[src/rtl/vls_pkg.sv]
package vls_pkg;

    // Per-slot sequencing state
    typedef enum logic [1:0] {
        G_IDLE = 2'd0,
        G_RUN  = 2'd1,
        G_DONE = 2'd2
    } grp_state_e;

    // Partition controller error state
    typedef enum logic {
        CFG_CLEAN = 1'b0,
        CFG_FAULT = 1'b1
    } cfg_state_e;

endpackage

[src/rtl/vls_part_ctrl.sv]
module vls_part_ctrl #(
    parameter int NUM_LANES = 8,
    parameter int LOG_L     = 3,
    parameter int MODE_W    = 2,
    parameter int GS_W      = 4
) (
    input  logic              clk,
    input  logic              rst_n,
    input  logic              cfg_write,
    input  logic [MODE_W-1:0] cfg_mode,
    input  logic              any_busy,
    output logic [MODE_W-1:0] part_mode,
    output logic [GS_W-1:0]   grp_size,
    output logic              cfg_err
);
    import vls_pkg::*;

    cfg_state_e        state_q, state_d;
    logic [MODE_W-1:0] mode_q;
    logic              legal;
    logic              apply;

    assign legal = (cfg_mode <= MODE_W'(LOG_L));
    assign apply = cfg_write && !any_busy && legal;

    always_comb begin
        state_d = state_q;
        unique case (state_q)
            CFG_CLEAN: if (cfg_write && (any_busy || !legal)) state_d = CFG_FAULT;
            CFG_FAULT: state_d = CFG_FAULT;
            default:   state_d = CFG_CLEAN;
        endcase
    end

    always_ff @(posedge clk) begin
        if (!rst_n) begin
            state_q <= CFG_CLEAN;
            mode_q  <= '0;
        end else begin
            state_q <= state_d;
            if (apply) mode_q <= cfg_mode;
        end
    end

    always_comb begin
        part_mode = mode_q;
        grp_size  = GS_W'(NUM_LANES) >> mode_q;
        cfg_err   = (state_q == CFG_FAULT);
    end

endmodule

[src/rtl/vls_group_fsm.sv]
module vls_group_fsm #(
    parameter int VL_W = 8,
    parameter int OP_W = 4,
    parameter int GS_W = 4
) (
    input  logic            clk,
    input  logic            rst_n,
    input  logic            slot_active,
    input  logic            hold,
    input  logic [GS_W-1:0] grp_size,
    input  logic            in_valid,
    input  logic [VL_W-1:0] in_vl,
    input  logic [OP_W-1:0] in_op,
    output logic            ready,
    output logic            busy,
    output logic            done,
    output logic [VL_W:0]   run_base,
    output logic [VL_W-1:0] run_vl,
    output logic [OP_W-1:0] run_op
);
    import vls_pkg::*;

    localparam int BW = VL_W + 1;

    grp_state_e      state_q, state_d;
    logic [BW-1:0]   base_q;
    logic [VL_W-1:0] vl_q;
    logic [OP_W-1:0] op_q;
    logic [BW-1:0]   step;
    logic            last;
    logic            accept;

    assign step   = base_q + BW'(grp_size);
    assign last   = (step >= {1'b0, vl_q});
    assign accept = in_valid && ready && !hold;

    // next-state
    always_comb begin
        state_d = state_q;
        unique case (state_q)
            G_IDLE:  if (accept) state_d = G_RUN;
            G_RUN:   if (last)   state_d = G_DONE;
            G_DONE:  state_d = accept ? G_RUN : G_IDLE;
            default: state_d = G_IDLE;
        endcase
    end

    // state and instruction registers
    always_ff @(posedge clk) begin
        if (!rst_n) begin
            state_q <= G_IDLE;
            base_q  <= '0;
            vl_q    <= '0;
            op_q    <= '0;
        end else begin
            state_q <= state_d;
            if (accept) begin
                base_q <= '0;
                vl_q   <= in_vl;
                op_q   <= in_op;
            end else if (state_q == G_RUN && !last) begin
                base_q <= step;
            end
        end
    end

    // outputs
    always_comb begin
        ready = 1'b0;
        busy  = 1'b0;
        done  = 1'b0;
        unique case (state_q)
            G_IDLE:  ready = slot_active;
            G_RUN:   busy  = 1'b1;
            G_DONE: begin
                ready = slot_active;
                done  = 1'b1;
            end
            default: ready = 1'b0;
        endcase
        run_base = base_q;
        run_vl   = vl_q;
        run_op   = op_q;
    end

endmodule

[src/rtl/vls_lane_map.sv]
module vls_lane_map #(
    parameter int NUM_LANES = 8,
    parameter int LOG_L     = 3,
    parameter int MODE_W    = 2,
    parameter int TID_W     = 3,
    parameter int VL_W      = 8,
    parameter int OP_W      = 4
) (
    input  logic [MODE_W-1:0]                 part_mode,
    input  logic [NUM_LANES-1:0]              grp_run,
    input  logic [NUM_LANES-1:0][VL_W:0]      grp_base,
    input  logic [NUM_LANES-1:0][VL_W-1:0]    grp_vl,
    input  logic [NUM_LANES-1:0][OP_W-1:0]    grp_op,
    output logic [NUM_LANES-1:0]              lane_valid,
    output logic [NUM_LANES-1:0][TID_W-1:0]   lane_tid,
    output logic [NUM_LANES-1:0][VL_W-1:0]    lane_idx,
    output logic [NUM_LANES-1:0][OP_W-1:0]    lane_op
);

    for (genvar l = 0; l < NUM_LANES; l++) begin : g_lane
        localparam logic [TID_W-1:0] LANE_ID = TID_W'(l);

        logic [MODE_W-1:0] shamt;
        logic [TID_W-1:0]  grp;
        logic [TID_W-1:0]  pos;
        logic [VL_W:0]     elem;
        logic              live;

        always_comb begin
            shamt = MODE_W'(LOG_L) - part_mode;
            grp   = LANE_ID >> shamt;
            pos   = LANE_ID & ~({TID_W{1'b1}} << shamt);
            elem  = grp_base[grp] + {{(VL_W + 1 - TID_W){1'b0}}, pos};
            live  = grp_run[grp] && (elem < {1'b0, grp_vl[grp]});
            lane_valid[l] = live;
            lane_tid[l]   = grp;
            lane_idx[l]   = live ? elem[VL_W-1:0] : '0;
            lane_op[l]    = live ? grp_op[grp] : '0;
        end
    end

endmodule

[src/rtl/vlane_seq.sv]
module vlane_seq #(
    parameter  int NUM_LANES = 8,
    parameter  int VL_W      = 8,
    parameter  int OP_W      = 4,
    localparam int LOG_L     = $clog2(NUM_LANES),
    localparam int MODE_W    = $clog2(LOG_L + 1),
    localparam int TID_W     = LOG_L,
    localparam int GS_W      = LOG_L + 1
) (
    input  logic                        clk,
    input  logic                        rst_n,
    input  logic                        cfg_write,
    input  logic [MODE_W-1:0]           cfg_mode,
    input  logic [NUM_LANES-1:0]        grp_valid,
    input  logic [NUM_LANES*VL_W-1:0]   grp_vl,
    input  logic [NUM_LANES*OP_W-1:0]   grp_op,
    output logic [NUM_LANES-1:0]        grp_ready,
    output logic [NUM_LANES-1:0]        grp_busy,
    output logic [NUM_LANES-1:0]        grp_done,
    output logic                        cfg_err,
    output logic [NUM_LANES-1:0]        lane_valid,
    output logic [NUM_LANES*TID_W-1:0]  lane_tid,
    output logic [NUM_LANES*VL_W-1:0]   lane_idx,
    output logic [NUM_LANES*OP_W-1:0]   lane_op
);

    logic [MODE_W-1:0]                part_mode;
    logic [GS_W-1:0]                  grp_size;
    logic [NUM_LANES-1:0]             slot_act;
    logic [NUM_LANES-1:0][VL_W:0]     run_base;
    logic [NUM_LANES-1:0][VL_W-1:0]   run_vl;
    logic [NUM_LANES-1:0][OP_W-1:0]   run_op;
    logic [NUM_LANES-1:0][TID_W-1:0]  map_tid;
    logic [NUM_LANES-1:0][VL_W-1:0]   map_idx;
    logic [NUM_LANES-1:0][OP_W-1:0]   map_op;

    vls_part_ctrl #(
        .NUM_LANES (NUM_LANES),
        .LOG_L     (LOG_L),
        .MODE_W    (MODE_W),
        .GS_W      (GS_W)
    ) i_part (
        .clk       (clk),
        .rst_n     (rst_n),
        .cfg_write (cfg_write),
        .cfg_mode  (cfg_mode),
        .any_busy  (|grp_busy),
        .part_mode (part_mode),
        .grp_size  (grp_size),
        .cfg_err   (cfg_err)
    );

    for (genvar g = 0; g < NUM_LANES; g++) begin : g_slot
        localparam logic [TID_W-1:0] SLOT_ID = TID_W'(g);

        assign slot_act[g] = ((SLOT_ID >> part_mode) == '0);

        vls_group_fsm #(
            .VL_W (VL_W),
            .OP_W (OP_W),
            .GS_W (GS_W)
        ) i_grp (
            .clk         (clk),
            .rst_n       (rst_n),
            .slot_active (slot_act[g]),
            .hold        (cfg_write),
            .grp_size    (grp_size),
            .in_valid    (grp_valid[g]),
            .in_vl       (grp_vl[g*VL_W +: VL_W]),
            .in_op       (grp_op[g*OP_W +: OP_W]),
            .ready       (grp_ready[g]),
            .busy        (grp_busy[g]),
            .done        (grp_done[g]),
            .run_base    (run_base[g]),
            .run_vl      (run_vl[g]),
            .run_op      (run_op[g])
        );
    end

    vls_lane_map #(
        .NUM_LANES (NUM_LANES),
        .LOG_L     (LOG_L),
        .MODE_W    (MODE_W),
        .TID_W     (TID_W),
        .VL_W      (VL_W),
        .OP_W      (OP_W)
    ) i_map (
        .part_mode  (part_mode),
        .grp_run    (grp_busy),
        .grp_base   (run_base),
        .grp_vl     (run_vl),
        .grp_op     (run_op),
        .lane_valid (lane_valid),
        .lane_tid   (map_tid),
        .lane_idx   (map_idx),
        .lane_op    (map_op)
    );

    assign lane_tid = map_tid;
    assign lane_idx = map_idx;
    assign lane_op  = map_op;

endmodule

[config.mk]
export PLATFORM = sky130hd
export DESIGN_NAME = vlane_seq
export DESIGN_NICKNAME = d
export VERILOG_FILES = /design/src/rtl/vls_pkg.sv /design/src/rtl/vls_part_ctrl.sv /design/src/rtl/vls_group_fsm.sv /design/src/rtl/vls_lane_map.sv /design/src/rtl/vlane_seq.sv
export SDC_FILE = /design/constraint.sdc
export NUM_CORES = 1
export LEC_CHECK = 0
export BUFFER_PORTS_ARGS = -buffer_cell sky130_fd_sc_hd__buf_2
export CAP_MARGIN = 20
export CORE_MARGIN = 2
export CORE_UTILIZATION = 30
export DETAILED_ROUTE_END_ITERATION = 16
export GPL_TIMING_DRIVEN = 0
export SLEW_MARGIN = 10
export SYNTH_ARGS = -nofsm -noshare
export SYNTH_HDL_FRONTEND = slang
export SYNTH_SLANG_ARGS = --single-unit
[constraint.sdc]
create_clock -name clk -period 19.4 [get_ports clk]
set_clock_uncertainty 0.2 [all_clocks]
set_input_delay 3.88 -clock clk [delete_from_list [all_inputs] [get_ports clk]]
set_output_delay 3.88 -clock clk [all_outputs]
set_load 0.05 [all_outputs]
Yosys cells after proc, flatten, opt, wreduce, memory -nomap -nowiden
Cells that the tools add are included.
Word-level totals
  logic and storage cells: 354
  output and inout bits: 153
  register bits: 187
  input port bits: 109
Operators by class
  multiplexer cells: 138
  bitwise gates (word level): 3
  shift-type cells: 18
  order comparisons: 25
  $add $sub $neg: 16
  reduce and logical (&&, ||, !) cells: 88
  equal/unequal tests: 32
Operators with widths (count)
  $bmux W9 S3: 8
  $bmux W8 S3: 8
  $mux W8: 16
  $bmux W4 S3: 8
  $add A9 B4 Y9: 8
  $ge A9 B8 Y1: 8
  $lt A9 B8 Y1: 8
  $mux W9: 8
  $mux W4: 16
  $pmux W2 S3: 8
  $mux W1: 41
  $add A9 B3 Y9: 4
  $logic_and A1 B1 Y1: 35
  $lt A3 B4 Y1 const B: 8
  $mux W2: 16
  $ne A2 B1 Y1 const B: 16
  $reduce_or A2 Y1: 16
  $bmux W1 S3: 8
  $logic_not A3 Y1: 8
  $shr A3 B2 Y3 const A: 8
  $add A9 B2 Y9: 2
  $eq A2 B1 Y1 const B: 8
  $eq A2 B2 Y1 const B: 8
  $logic_not A2 Y1: 8
  other kinds (14): 38

Depth between registers and ports, before layout
Gate-level depths: netlist (run 1).
  depth after elaboration: 8
  mapped depth: 27
  mapped depth without buffers: 19

By module
A second synthesis (run 1) with hierarchy kept.
Second synthesis, totals
  cell total of the unflattened synthesis: 2185
  area total of the unflattened synthesis: 20422.1 sq um
Modules (own cells, without submodules)
  vls_lane_map: area an instance 9546.7 sq um, instances 1, cells each 940, sequential area each 0.0 sq um
  vls_group_fsm (g_slot[1].i_grp ...): area an instance 1337.5 sq um, instances 6, cells each 153, sequential area each 460.4 sq um
  vls_group_fsm (g_slot[7].i_grp): area an instance 1346.3 sq um, instances 1, cells each 155, sequential area each 460.4 sq um
  vls_group_fsm (g_slot[0].i_grp): area an instance 1321.3 sq um, instances 1, cells each 148, sequential area each 460.4 sq um
  vls_part_ctrl: area an instance 142.6 sq um, instances 1, cells each 16, sequential area each 60.1 sq um
  vlane_seq: area an instance 40.0 sq um, instances 1, cells each 8, sequential area each 0.0 sq um

Worst setup path after synthesis (run 1)
Ideal clock, no wire load.
  path kind: flip-flop to output port
  from: reg i_part.mode_q[0], in the netlist i_part.part_mode[0]
  to: out lane_op[20]
  path buffers: 6
  data arrival time: 7.330 ns
  setup slack: 7.990 ns
  stages on the path, launching flop included: 25
  data required time: 15.320 ns
  path through: dfxtp_1 clkbuf_1 inv_2 buf_1 ha_1 buf_6 buf_4 buf_2 buf_2 mux4_2 nor2_1 a21oi_1 ha_1 ha_1 a21oi_1 or3b_2 xor2_1 ha_1 o21ai_0 nor2_1 nor4b_1 a2111oi_0 and4bb_2 nor2_2 a211oi_1
Between the ends
  cells in the longest elaborated chain, start to end: 8
  elaborated cells between the ends (all ways): 16
  classes of those cells: add/sub (2); order compare (1); shift (2); mux (9); bitwise (1); reduce/logical (1)
RTL lines
  start: declaration: line vls_part_ctrl.sv:19  | logic [MODE_W-1:0] mode_q;
  start signal: assignment: line vls_part_ctrl.sv:41  | if (apply) mode_q <= cfg_mode;
  $sub A2 B2 Y2 (*): line vls_lane_map.sv:30  | shamt = MODE_W'(LOG_L) - part_mode;
  $shr A3 B2 Y3: line vls_lane_map.sv:31  | grp = LANE_ID >> shamt;
  $bmux W9 S3: line vls_lane_map.sv:33  | elem = grp_base[grp] + {{(VL_W + 1 - TID_W){1'b0}}, pos};
  $mux W9 (not written as such): line vls_lane_map.sv:33
  $add A9 B3 Y9: line vls_lane_map.sv:33
  $lt A9 B8 Y1: line vls_lane_map.sv:34  | live = grp_run[grp] && (elem < {1'b0, grp_vl[grp]});
  $logic_and A1 B1 Y1: line vls_lane_map.sv:34
  $mux W4 (*): line vls_lane_map.sv:38  | lane_op[l] = live ? grp_op[grp] : '0;
  end: declaration: line vlane_seq.sv:24  | output logic [NUM_LANES*OP_W-1:0] lane_op
Mark *: on every way between the ends. The rest lies on a longest branch, timed or not. The select of a mux whose other input is x is not followed.

Worst setup path after layout (run 1)
  from: reg i_part.mode_q[1], in the netlist i_part.part_mode[1]
  to: out lane_idx[58]
Between the ends
  cells in the longest elaborated chain, start to end: 8
  elaborated cells between the ends (all ways): 14
  classes of those cells: add/sub (2); order compare (1); shift (2); mux (7); bitwise (1); reduce/logical (1)
RTL lines
  $sub A2 B2 Y2 (*): line vls_lane_map.sv:30
  $shr A3 B2 Y3: line vls_lane_map.sv:31
  $bmux W9 S3: line vls_lane_map.sv:33
  $mux W9 (not written as such): line vls_lane_map.sv:33
  $add A9 B3 Y9: line vls_lane_map.sv:33
  $lt A9 B8 Y1: line vls_lane_map.sv:34
  $logic_and A1 B1 Y1: line vls_lane_map.sv:34
  $mux W8 (*): line vls_lane_map.sv:37  | lane_idx[l] = live ? elem[VL_W-1:0] : '0;
  end: declaration: line vlane_seq.sv:23  | output logic [NUM_LANES*VL_W-1:0] lane_idx,
Marked as above.

==> metrics.csv, run 1 <==
stage;metric;value;unit
die;Initial Util;0.3036;
critical_path;Worst path most repeated cell;buf_2;
route;WL/cell;27.39;um
clocking;Worst-path clk slew;0.08;ns
critical_path;crit end category;output port;
layout;layout cell share with drive strength beyond 1;0.2270;
route;DRC;0;
die;Core Region;65980;sq um
die;row count;94;
global_routing;vias in the first global route;18960;
die;die area;68850;sq um
die;I/O pins;262;
layout;Nets;2825;
logic_synthesis;synthesized cell area;20030;sq um
global_routing;first-pass GRT wire length;132100;um
layout;Antenna diodes;0;
place;DPL Wire Length;74690;um
route;router iterations before antenna repair;7;
logic_synthesis;Mapped Cells;2256;
die;Die Ht;262.4;um
timing;Slew HR;0.2574;
logic_synthesis;Synth Register Bits;187;
critical_path;Arr. time, crit path;10.12;ns
clocking;CTS root buf;clkbuf_16;
timing;Tmin final;14.20;ns
logic_synthesis;Syn. warnings;0;
layout;commonest non-fill, non-tap cell in the layout;buf_2;
clocking;maximum clock path buffer count;2;
place;IO Port Bufs;254;
global_routing;GRT Total Usage;0.2633;
timing;Tcrit/Tclk final;0.7321;
clocking;CTS H-tree lvls;4;
place;GP Congestion;1.017;
worst_hold_path;Hold Crit Class;flop to flop;
route;DR iter-0 viols;2510;
timing;# setup viols final;0;
timing;TNS Setup;0;ns
route;drt via density;5.851;
run;Max Cap Viol;0;
power_and_ir_drop;maximum vdd drop;0.04548;mV
global_routing;GR Overflow Total;0;
layout;final core utilization;0.3492;
critical_path;critical-path maximum fanout;10;
critical_path;CP required;15.32;ns
clocking;clock sink count;187;
place;placed cell count;3381;
layout;Finished Cell Area;23040;sq um
timing;RSZ-0062 raised after global routing;false;
outcome;outcome;completed;
critical_path;Slowest-stage cell, CP;ha_1;
critical_path;CP peak stage delay;0.99;ns
logic_synthesis;number of synthesized flops with an enable pin;0;
layout;most frequent cells in the layout;buf_2 (284), nand2_1 (278), dfxtp_1 (187);
clocking;worst-skew pair later-pin latency;0.49;ns
critical_path;critical path type;flop to output port;
logic_synthesis;ys async rst share;0;
logic_synthesis;Synth Flop Type;dfxtp_1;
clocking;cts bufs inserted;17;
timing;highest clock rate;70.41;MHz
critical_path;Startpoint Class;flop;
place;Placed Area;22420;sq um
timing;pins over their slew limit;0;
timing;worst slew pin tran;1.114;ns
route;Vias;19980;
layout;P&R area growth vs syn;15.02;%
clocking;CTS tree;built;
layout;final cell count without fillers;3415;
logic_synthesis;post-synthesis average cell area;8.878;sq um
global_routing;initial antenna violation count;7;
clocking;setup bufs post-CTS;0;
clocking;hold_buf cts;0;
timing;final hold slack;0.3022;ns
route;Routed Antenna Nets;0;
clocking;post-CTS sizing;0;
route;DRT Wirelength;93520;um
logic_synthesis;Yosys cell types;86;
die;Die X;262.4;um
logic_synthesis;sequential area share after synthesis;0.1869;
timing;Hold Fails Final Rpt;0;
power_and_ir_drop;Leakage;0.009676;uW
power_and_ir_drop;areal power density over the cells;49.43;nW/um^2
global_routing;largest net degree at the start of global routing;19;
-- area by class of cell --
cell class,count,area [sq um]
Fill cell,6940,42940
Inverter,147,551.8
Sequential cell,187,3744
Timing Repair Buffer,257,1305
Buffer,193,1090
Clock buffer,19,442.9
Clock inverter,13,152.6
Multi-Input combinational cell,1735,14670
Tap cell,864,1081
-- final timing paths --
path                                          startpoint                                       end  slack, ns  cells after the start
setup / recovery        i_part.part_mode[1]$_SDFFE_PN0P_                              lane_idx[58]       5.20                     28
setup reg to reg        i_part.part_mode[0]$_SDFFE_PN0P_  g_slot[2].i_grp.run_base[5]$_SDFFE_PP0P_      11.73                     20
hold / removal    g_slot[5].i_grp.run_op[2]$_SDFFE_PN0P_    g_slot[5].i_grp.run_op[2]$_SDFFE_PN0P_       0.30                      2
hold reg to reg   g_slot[5].i_grp.run_op[2]$_SDFFE_PN0P_    g_slot[5].i_grp.run_op[2]$_SDFFE_PN0P_       0.30                      2
-- cells in the mapped netlist, types with 23 or more instances --
library cell,instances,share of area
mux2_2,23,0.013
inv_1,140,0.026
buf_4,56,0.021
dfxtp_1,187,0.19
nand3_1,47,0.012
nor2_1,89,0.017
or3_1,26,0.0081
xor2_1,36,0.016
ha_1,168,0.10
nor3_1,24,0.0060
mux4_2,135,0.15
clkbuf_1,79,0.015
buf_2,30,0.0075
a21o_1,35,0.013
xnor2_1,67,0.029
mux2i_1,143,0.071
nand2_1,278,0.052
nor2b_1,73,0.023
and2_1,31,0.0097
a211oi_1,51,0.019
o21ai_0,78,0.019
and3_1,34,0.011
a21oi_1,84,0.021
a21boi_0,80,0.030
-- flip-flops by register name, summed over array words and instances (netlist names) --
signal,count
g_slot.i_grp.run_op,32
g_slot.i_grp.run_vl,64
g_slot.i_grp.run_base,72
g_slot.i_grp.state_q,16
i_part.cfg_err,1
i_part.part_mode,2
-- layer usage --
metal	share of wire	global-route usage
met5	0.00061	0.005544
met4	0.059	0.1297
met3	0.12	0.08218
met2	0.42	0.4002
met1	0.39	0.3368
-- per-stage QoR --
step	power, uW	worst slack, ns
floorplan	647.8	7.990
global placement	761.3	5.480
detailed placement	763.2	5.867
CTS	1132	5.313
global route	1176	4.992
finish	1139	5.197
-- power by group --
group | internal (uW) | total, uW | switching, uW
sequential | 388 | 404 | 15.5
combinational | 131 | 363 | 232
clock | 186 | 372 | 186
-- worst max-delay path: cells and delay by family (launching register included) --
family,cells,cell delay (ns)
DFF,1,0.66
muxes,2,0.48
AOI/OAI and AO/OA,7,1.50
and+or+nand+nor,5,0.85
buffers and inverters,10,4.19
adders and majority gates,3,1.58
xor gates and xnor gates,1,0.29
-- logic make-up after synthesis --
family / synth area share
AND/OR/NAND/NOR: 0.1782
other: 0.0001872
buffers and inverters: 0.08196
XOR/XNOR: 0.04666
multiplexers: 0.2491
AO/OA/AOI/OAI: 0.1421
flip-flops: 0.1869
adder cells (fa/ha/maj): 0.1149
(Power assumes the default switching activity.)
==> inputs of run 2 (changes only) <==
--- a/config.mk
+++ b/config.mk
@@ -5,6 +5,7 @@
 export SDC_FILE = /design/constraint.sdc
 export NUM_CORES = 1
 export LEC_CHECK = 0
+export ABC_AREA = 1
 export BUFFER_PORTS_ARGS = -buffer_cell sky130_fd_sc_hd__buf_2
 export CAP_MARGIN = 20
 export CORE_MARGIN = 2
==> constraint.sdc (replaced) <==
create_clock -name clk -period 14.35 [get_ports clk]
set_clock_uncertainty 0.2 [all_clocks]
set_input_delay 2.87 -clock clk [delete_from_list [all_inputs] [get_ports clk]]
set_output_delay 2.87 -clock clk [all_outputs]
set_load 0.05 [all_outputs]
==> run 2 against run 1 <==
Effect of this change: synthesized cell count is 48% higher; first-iteration DRC count is 50% higher; flip-flop and latch count stayed put; design area is 2.3% higher; utilization hardly changed; sequential share of layout area is 0.37 points lower; clock-buffer cell count stayed put; final cell count is 32% higher; sequential power is 40% higher; combinational power grew to 4.1 times the previous value; critical endpoint is now lane_idx[55].
==> metrics.csv, run 2 <==
stage;metric;value;unit;change
place;IO Port Bufs;253;;-0.39%
logic_synthesis;Yosys cell types;56;;-35%
timing;worst slew pin tran;1.229;ns;+0.1152 ns
critical_path;crit end category;output port;;
timing;# setup viols final;0;;unchanged
logic_synthesis;synthesized cell area;20540;sq um;+2.5%
timing;Tcrit/Tclk final;0.8478;;
clocking;CTS root buf;clkbuf_16;;
route;DRT Wirelength;122800;um;+31%
timing;Hold Fails Final Rpt;0;;unchanged
route;Routed Antenna Nets;0;;unchanged
global_routing;vias in the first global route;23620;;+25%
clocking;worst-skew pair later-pin latency;0.51;ns;+0.02 ns
clocking;clock sink count;187;;unchanged
route;WL/cell;27.29;um;-0.34%
logic_synthesis;Synth Register Bits;187;;unchanged
clocking;CTS tree;built;;
global_routing;GR Overflow Total;0;;unchanged
power_and_ir_drop;maximum vdd drop;0.07627;mV;+68%
logic_synthesis;Mapped Cells;3330;;+48%
critical_path;Startpoint Class;flop;;
die;die area;70560;sq um;+2.5%
logic_synthesis;commonest cells in the netlist;nand2_1 (572), a21oi_1 (464), o21ai_0 (450);;
run;Max Cap Viol;0;;unchanged
logic_synthesis;synth top area cells;dfxtp_1 (18%), a21oi_1 (11%), o21ai_0 (11%);;
logic_synthesis;count leader, synth;nand2_1;;
timing;TNS Setup;0;ns;unchanged
logic_synthesis;ys async rst share;0;;unchanged
critical_path;CP peak stage delay;0.61;ns;-0.38 ns
worst_hold_path;Hold Crit Class;flop to flop;;
die;Die X;265.6;um;+1.2%
logic_synthesis;post-synthesis average cell area;6.167;sq um;-31%
place;Placed Area;23000;sq um;+2.6%
timing;pins over their slew limit;0;;unchanged
die;I/O pins;262;;unchanged
layout;Nets;3899;;+38%
route;DR iter-0 viols;3760;;+50%
critical_path;critical path type;flop to output port;;
timing;Tmin final;12.17;ns;
layout;layout cell share with drive strength beyond 1;0.1482;;-0.07879
logic_synthesis;post-synth top area share;0.1823;;-0.004612
layout;max FFs per register;72;;unchanged
layout;commonest non-fill, non-tap cell in the layout;nand2_1;;
global_routing;first-pass GRT wire length;169100;um;+28%
layout;most frequent cells in the layout;nand2_1 (572), a21oi_1 (464), o21ai_0 (450);;
critical_path;Arr. time, crit path;9.10;ns;-1.02 ns
outcome;outcome;completed;;
timing;highest clock rate;82.20;MHz;
logic_synthesis;sequential area share after synthesis;0.1823;;-0.004612
power_and_ir_drop;Leakage;0.01080;uW;+12%
route;DRC;0;;unchanged
logic_synthesis;Syn. warnings;0;;unchanged
clocking;Worst-path clk slew;0.08;ns;about the same
clocking;CTS H-tree lvls;4;;unchanged
critical_path;Worst path most repeated cell;buf_2;;
place;GP Congestion;1.072;;+5.4%
timing;RSZ-0062 raised after global routing;false;;
power_and_ir_drop;areal power density over the cells;108.6;nW/um^2;+120%
place;DPL Wire Length;99550;um;+33%
critical_path;Slowest-stage cell, CP;clkbuf_1;;
clocking;setup bufs post-CTS;0;;unchanged
die;Core Region;67510;sq um;+2.3%
global_routing;GRT Total Usage;0.3363;;+0.07305
timing;Slew HR;0.1806;;-0.07677
global_routing;largest net degree at the start of global routing;17;;-2
logic_synthesis;leading area contributor after synthesis;dfxtp_1;;
route;drt via density;5.782;;-1.2%
logic_synthesis;number of synthesized flops with an enable pin;0;;unchanged
critical_path;critical-path maximum fanout;16;;+6
clocking;post-CTS sizing;0;;unchanged
clocking;hold_buf cts;0;;unchanged
route;Vias;26010;;+30%
die;Die Ht;265.6;um;+1.2%
die;Initial Util;0.3042;;+0.0006085
logic_synthesis;Synth Flop Type;dfxtp_1;;
layout;P&R area growth vs syn;14.82;%;
global_routing;initial antenna violation count;1;;-6
route;router iterations before antenna repair;6;;-1
die;row count;95;;+1.1%
clocking;maximum clock path buffer count;2;;unchanged
critical_path;CP required;11.28;ns;-4.04 ns
layout;Finished Cell Area;23580;sq um;+2.3%
clocking;cts bufs inserted;17;;unchanged
run 2: cell count changes in the layout (fill, tap and decap cells not counted), sizes merged, moves of 118 or more:
cell / delta
o21ai: +401
inv: +255
a21oi: +379
mux2i: -118
nand2: +299
nor2: +239
mux4: -144
run 2: worst max-delay path, delay by kind of cell, from the launching register on:
kind / cells / cell delay (ns)
buf+inv: 15 / 4.56
simple gates: 10 / 1.29
fa+ha+maj: 4 / 1.07
compound gates: 3 / 0.61
flops: 1 / 0.50
xor+xnor: 1 / 0.50
run 2: worst paths after layout:
path | startpoint | endpoint | slack (ns) | cells after the start
max reg2reg | i_part.part_mode[0]$_SDFFE_PN0P_ | g_slot[6].i_grp.run_base[6]$_SDFFE_PP0P_ | 6.52 | 24
min | g_slot[0].i_grp.state_q[0]$_SDFFE_PN0P_ | g_slot[0].i_grp.state_q[1]$_SDFFE_PN0P_ | 0.29 | 2
min reg2reg | g_slot[0].i_grp.state_q[0]$_SDFFE_PN0P_ | g_slot[0].i_grp.state_q[1]$_SDFFE_PN0P_ | 0.29 | 2
max | i_part.part_mode[1]$_SDFFE_PN0P_ | lane_idx[55] | 2.18 | 33
run 2: cells by family after synthesis:
kind of cell,after synthesis,share of synthesized area
buffers and inverters,647,0.1445
other,1,0.0001826
AO/OA/AOI/OAI,1096,0.2866
XOR/XNOR,72,0.03071
AND/OR/NAND/NOR,1123,0.2309
multiplexers,26,0.01267
flip-flops,187,0.1823
adder cells (fa/ha/maj),178,0.1121
run 2: report_power, final:
part,leakage [uW],internal [uW],switching [uW]
combinational,0.00900,405,1080
sequential,0.00151,536,30.7
clock,0.000285,262,248
total,0.0108,1200,1360
run 2: stage by stage:
step	instances	worst slack [ns]	power, uW	util	hold WS (ns)
detailed placement	4466	3.143	1995	0.3406	0.2694
finish	4499	2.185	2561	0.3492	0.2914
global route	4497	1.990	2658	0.3492	0.3327
global placement	4462	2.969	1991	0.3394	0.2714
floorplan	3336	5.258	1493	-	0.2564
CTS	4497	2.575	2497	0.3492	0.2875
run 2: cell type report:
cell class,count,area (sq um)
clock inverters,12,135.1
inverters,400,1511
clock buffers,19,442.9
flip-flops and latches,187,3744
plain buffers,247,1459
repair buffers,257,1321
fillers,7663,43940
well taps,873,1092
diodes,2,5.005
multi-input cells,2502,13870
run 2: routing by layer:
metal  vias to the layer above  track usage  routed length [um]
li1                      11710            -                   -
met1                     12240       0.4461               49960
met2                      1750       0.4883               49800
met3                       314       0.1018               15980
met4                         2       0.1745                7040
met5                         -            0                  11
